File: src/rtl/mc_pkg.sv
package mc_pkg;
  typedef enum logic [1:0] {
    ST_D    = 2'd0,
    ST_T    = 2'd1,
    ST_LAT  = 2'd2,
    ST_D2   = 2'd3
  } store_t;
endpackage

File: src/rtl/mc_clock_route.sv
module mc_clock_route #(
  parameter int NCLK = 3,
  localparam int CSW = $clog2(NCLK + 1)
) (
  input  logic            clk,
  input  logic [NCLK-1:0] gclk,
  input  logic [NCLK-1:0] gclk_inv,
  input  logic [CSW-1:0]  clk_sel,
  input  logic            pt4,
  input  logic            pt4_ctl,
  input  logic            pt4_clk,
  output logic            lvl,
  output logic            rise,
  output logic            ce
);
  logic [NCLK-1:0] geff;
  logic            glvl;
  logic            lvl_q;

  // per-clock optional inversion
  for (genvar i = 0; i < NCLK; i++) begin : g_inv
    assign geff[i] = gclk[i] ^ gclk_inv[i];
  end

  always_comb begin
    glvl = 1'b0;
    for (int i = 0; i < NCLK; i++)
      if (clk_sel == CSW'(i)) glvl = geff[i];
  end

  assign lvl  = (pt4_ctl && pt4_clk) ? pt4 : glvl;
  assign ce   = (pt4_ctl && !pt4_clk) ? pt4 : 1'b1;

  // history tracks level even during reset, so release makes no false edge
  always_ff @(posedge clk) lvl_q <= lvl;

  assign rise = lvl & ~lvl_q;
endmodule

File: src/rtl/mc_async_ctl.sv
module mc_async_ctl #(
  parameter int NOE = 4,
  localparam int OESW = $clog2(NOE + 2)
) (
  input  logic            clk,
  input  logic            rst,
  input  logic            gclr,
  input  logic            gclr_inv,
  input  logic            gclr_en,
  input  logic            pt3,
  input  logic            pt3_rst,
  input  logic            pt5,
  input  logic            pt5_ctl,
  input  logic            pt5_set,
  input  logic [NOE-1:0]  goe,
  input  logic [OESW-1:0] oe_sel,
  output logic            clr,
  output logic            pre,
  output logic            pad_oe
);
  logic shared_oe;

  assign clr = ((gclr ^ gclr_inv) & gclr_en) | (pt3 & pt3_rst);
  assign pre = pt5 & pt5_ctl & pt5_set;

  // constant 1 unless PT5 is claimed as an output enable
  assign shared_oe = (pt5_ctl && !pt5_set) ? pt5 : 1'b1;

  always_comb begin
    pad_oe = 1'b0;
    for (int i = 0; i < NOE; i++)
      if (oe_sel == OESW'(i)) pad_oe = goe[i];
    if (oe_sel == OESW'(NOE + 1)) pad_oe = shared_oe;
  end

  assert_gnd_oe_R11: assert property (@(posedge clk) disable iff (rst)
    (oe_sel == OESW'(NOE)) |-> !pad_oe);
endmodule

File: src/rtl/mc_storage.sv
module mc_storage
  import mc_pkg::*;
(
  input  logic   clk,
  input  logic   rst,
  input  store_t mode,
  input  logic   init_val,
  input  logic   d,
  input  logic   lvl,
  input  logic   rise,
  input  logic   ce,
  input  logic   clr,
  input  logic   pre,
  output logic   q
);
  logic cap;

  assign cap = (mode == ST_LAT) ? (lvl & ce) : (rise & ce);

  always_ff @(posedge clk) begin
    if (rst)      q <= init_val;
    else if (clr) q <= 1'b0;
    else if (pre) q <= 1'b1;
    else if (cap) begin
      case (mode)
        ST_T:    q <= q ^ d;
        default: q <= d;
      endcase
    end
  end

  assert_powerup_R1: assert property (@(posedge clk)
    rst |=> (q == $past(init_val)));
  assert_clear_wins_R2: assert property (@(posedge clk) disable iff (rst)
    clr |=> !q);
  assert_preset_R3: assert property (@(posedge clk) disable iff (rst)
    (pre && !clr) |=> q);
  assert_hold_R4: assert property (@(posedge clk) disable iff (rst)
    (!clr && !pre && !cap) |=> $stable(q));
endmodule

File: src/rtl/mc_cell.sv
module mc_cell #(
  parameter int NCLK = 3,
  parameter int NOE  = 4,
  localparam int CSW  = $clog2(NCLK + 1),
  localparam int OESW = $clog2(NOE + 2)
) (
  input  logic            clk,
  input  logic            rst,
  input  logic [NCLK-1:0] gclk,
  input  logic [NCLK-1:0] gclk_inv,
  input  logic [CSW-1:0]  cfg_clk_sel,
  input  logic            gclr,
  input  logic            gclr_inv,
  input  logic            cfg_gclr_en,
  input  logic            pt3,
  input  logic            cfg_pt3_rst,
  input  logic            pt4,
  input  logic            cfg_pt4_ctl,
  input  logic            cfg_pt4_clk,
  input  logic            pt5,
  input  logic            cfg_pt5_ctl,
  input  logic            cfg_pt5_set,
  input  logic [NOE-1:0]  goe,
  input  logic [OESW-1:0] cfg_oe_sel,
  input  logic            xor_res,
  input  logic            fast_in,
  input  logic            cfg_invert,
  input  logic [1:0]      cfg_store,
  input  logic            cfg_d_fast,
  input  logic            cfg_fb_reg,
  input  logic            cfg_out_reg,
  output logic            mc_out,
  output logic            mc_fb,
  output logic            pad_oe
);
  import mc_pkg::*;

  logic lvl, rise, ce, clr, pre, q, comb_v, d_v;

  assign comb_v = xor_res ^ cfg_invert;
  assign d_v    = cfg_d_fast ? fast_in : comb_v;

  mc_clock_route #(.NCLK(NCLK)) u_clk (
    .clk(clk), .gclk(gclk), .gclk_inv(gclk_inv), .clk_sel(cfg_clk_sel),
    .pt4(pt4), .pt4_ctl(cfg_pt4_ctl), .pt4_clk(cfg_pt4_clk),
    .lvl(lvl), .rise(rise), .ce(ce));

  mc_async_ctl #(.NOE(NOE)) u_ctl (
    .clk(clk), .rst(rst), .gclr(gclr), .gclr_inv(gclr_inv),
    .gclr_en(cfg_gclr_en), .pt3(pt3), .pt3_rst(cfg_pt3_rst),
    .pt5(pt5), .pt5_ctl(cfg_pt5_ctl), .pt5_set(cfg_pt5_set),
    .goe(goe), .oe_sel(cfg_oe_sel), .clr(clr), .pre(pre), .pad_oe(pad_oe));

  mc_storage u_st (
    .clk(clk), .rst(rst), .mode(store_t'(cfg_store)), .init_val(~cfg_invert),
    .d(d_v), .lvl(lvl), .rise(rise), .ce(ce), .clr(clr), .pre(pre), .q(q));

  assign mc_out = cfg_out_reg ? q : comb_v;
  assign mc_fb  = cfg_fb_reg  ? q : comb_v;
endmodule

File: config.mk
export PLATFORM = sky130hd
export DESIGN_NAME = mc_cell
export DESIGN_NICKNAME = d
export VERILOG_FILES = /design/src/rtl/mc_pkg.sv /design/src/rtl/mc_clock_route.sv /design/src/rtl/mc_async_ctl.sv /design/src/rtl/mc_storage.sv /design/src/rtl/mc_cell.sv
export SDC_FILE = /design/constraint.sdc
export NUM_CORES = 1
export LEC_CHECK = 0
export ABC_AREA = 1
export BUFFER_PORTS_ARGS = -buffer_cell sky130_fd_sc_hd__buf_2
export CAP_MARGIN = 20
export CORE_AREA = 3 3 40 42
export CTS_BUF_LIST = sky130_fd_sc_hd__clkbuf_4
export DETAILED_ROUTE_END_ITERATION = 10
export DIE_AREA = 0 0 43 45
export PLACE_DENSITY = 0.76
export SYNTH_ARGS = -nofsm -noshare
export SYNTH_HDL_FRONTEND = slang
export SYNTH_SLANG_ARGS = --single-unit
File: constraint.sdc
create_clock -name clk -period 1.1 [get_ports clk]
set_input_delay 0.22 -clock clk [delete_from_list [all_inputs] [get_ports clk]]
set_output_delay 0.22 -clock clk [all_outputs]
set_load 0.03 [all_outputs]
==> metrics.csv <==
stage,metric,value,unit
critical_path,cp-start-kind,flop,
clocking,cts_sinks,2,
yosys,syn_inst,78,
grt,grt_start_max_net_pins,4,
pwr,p_per_area,811,nW/um2
clocking,cts_buffers,3,
critical_path,cp_max_fo,2,
run_status,failed_checks,setup timing,
sta,maxSlewHeadroom,84.8,%
cells_and_area,drive_gt1_share,42.1,%
cells_and_area,fin_nets,158,
yosys,ys_ff_latch,2,
die,start_util,29.0,%
critical_path,cp_num_buf_inv,2,
sta,finalSetupViolations,2,
yosys,postSynthAreaPerCell,4.78,um2
critical_path,crit_arrival,1.01,ns
pwr,p_leak,0.435,nW
sta,tns,-0.228,ns
drt,drc_errors,0,
critical_path,reg2reg_from,u_st.q,
cells_and_area,final_cell_mix,"buf_2 (33), nand2_1 (25), inv_1 (18), nand3_1 (9), nor2_1 (7)",
grt,antenna_found_initial,0,
yosys,synth-seq-area-share,13.4,%
yosys,syn_nets,114,
clocking,cts_tree,done,
grt,grt_usage,12.0,%
cells_and_area,area_growth,82.2,%
pwr,peakVddDrop,0.484,mV
critical_path,crit_path_end_kind,primary output,
die,die_h,45,um
critical_path,regToRegSetupSlack,0.01,ns
die,die-area,1940,um2
worst_hold_path,holdCritPathClass,in -> reg,
sta,fmax,816,MHz
clocking,clk_latency,0.23,ns
sta,finalClockSkew,0.00565,ns
drt,antenna_left,0,
run,cap_violations,0,
critical_path,cp_slowest_cell,edfxtp_1,
drt,wl_per_cell,7.88,um
drt,routed_wl,1070,um
clocking,cts-root-buf,clkbuf_4,
yosys,syn_area,373,um2
clocking,post_cts_buffers,0,
critical_path,crit_family,flip-flops,
grt,grt_pass1_wl,1790,um
drt,dr.pass1.iters,3,
placed_design,place.detailed.hpwl,941,um
die,rows,13,
critical_path,r2r_cells,7,
cells_and_area,multi_input_area,277,um2
critical_path,crit_required,0.88,ns
sta,finalWorstSetupSlack,-0.125,ns
placed_design,numPortBuffers,38,
cells_and_area,fillers,145,
sta,finalCritPeriodShare,111,%
grt,grt-ovfl-total,0,
worst_hold_path,timing.hold.worst_path_depth,3,
cells_and_area,seq_area,50.0,um2
grt,grt_pass1_vias,491,
worst_hold_path,worstHoldEndpoint,u_clk.lvl_q,
clocking,cts_hold_buf,0,
sta,hold_viol_final,0,
run_status,status,"complete, but fails checks",
sta,grt_setup_unrepaired,yes,
sta,tightestPinTransition,0.227,ns
placed_design,finalWeightedCongestion,0.690,
critical_path,path_class,reg -> out,
yosys,yosys_warnings,0,
critical_path,rr_endpoint,u_st.q,
yosys,synth_cell_type_count,13,
sta,slew_violations,0,
drt,avgViaCountPerCell,4.33,
drt,via_count,589,
die,die_x,43,um
sta,post-route-min-period,1.23,ns
clocking,clk_path_buf_depth,2,
clocking,h-tree-depth,1,
critical_path,worst_path_largest_cell_delay,0.39,ns
critical_path,path_cells,"buf_6, nand2_2, o21ai_1, buf_4",
die,core,1280,um2
placed_design,placedCellCount,132,
worst_hold_path,min_from,cfg_pt4_clk,
die,pin_count,39,
cells_and_area,mostFrequentLayoutCell,buf_2,
cells_and_area,final_cell_count_no_fill,136,
drt,dr.first_iter.drc_count,6,
pwr,total_power,0.000551,W
cells_and_area,diodes,0,
clocking,path_clk_slew,0.04,ns
[layer usage]
layer	routed length (um)	GRT usage, %
met2	560	22.5
met5	0	0
met1	376	12.5
met3	123	4.38
met4	11	3.61
[per-stage QoR]
| stage | utilization [%] | hold slack [ns] | worst slack (ns) | area [um2] |
|---|---|---|---|---|
| final | 52.9 | 0.273 | -0.125 | 679 |
| after global routing | 52.9 | 0.282 | -0.174 | 679 |
| after CTS | 50.3 | 0.271 | -0.145 | 647 |
| after detailed placement | 46.3 | 0.504 | -0.0874 | 596 |
| after global placement | 46.3 | 0.497 | -0.0613 | 596 |
| after floorplan | - | 0.380 | -0.166 | 379 |
[state kept, by name, indices dropped and copies added, names as in the netlist]
name / flops
u_clk.lvl_q: 1
u_st.q: 1
[repair_timing]
action / in CTS / in global routing
gates resized for setup: 12 / 10
pin swaps: 4 / 3
endpoints found under the setup margin: 3 / 4
[worst register-to-register path: cells and delay by family (launching register included)]
kind | cells | cell delay (ns)
simple gates | 7 | 0.46
flops | 1 | 0.39
[final cells by class]
cell class	count	area share, %
Clock buffer	4	4.42
Inverter	19	10.5
Multi-Input combinational cell	57	40.7
Sequential cell	2	7.37
Tap cell	15	2.76
Timing Repair Buffer	39	34.3
[power by group]
part	leakage (nW)	internal (W)	switching (W)
Clock	0.0184	0.000160	0.0000502
Combinational	0.398	0.000125	0.000123
Sequential	0.0191	0.0000896	0.00000367
[Yosys cell counts (all sizes together)]
master | number | area [um2]
o21ai | 6 | 30.0
dfxtp | 1 | 20.0
o31ai | 1 | 7.51
o22ai | 1 | 6.26
nand3 | 9 | 45.0
nand2 | 28 | 108
inv | 19 | 71.3
nand3b | 1 | 7.51
edfxtp | 1 | 30.0
nor3b | 1 | 7.51
nor2 | 9 | 33.8
or2 | 1 | 6.26
[worst max-delay path by stage]
stage / from / end / cells after the start
2_1_floorplan: cfg_invert / mc_fb / 4
3_5_place_dp: cfg_oe_sel[0] / pad_oe / 7
5_1_grt: u_st.q / mc_out / 4
6_report: u_st.q / mc_out / 4
4_1_cts: u_st.q / mc_fb / 4
3_3_place_gp: cfg_oe_sel[0] / pad_oe / 7
[cell families after synthesis]
| kind of cell | Yosys count | synth area share [%] |
|---|---|---|
| flops | 2 | 13.4 |
| compound gates | 8 | 11.7 |
| buf+inv | 19 | 19.1 |
| simple gates | 49 | 55.7 |
No activity file was read; power rests on OpenSTA's default activity.
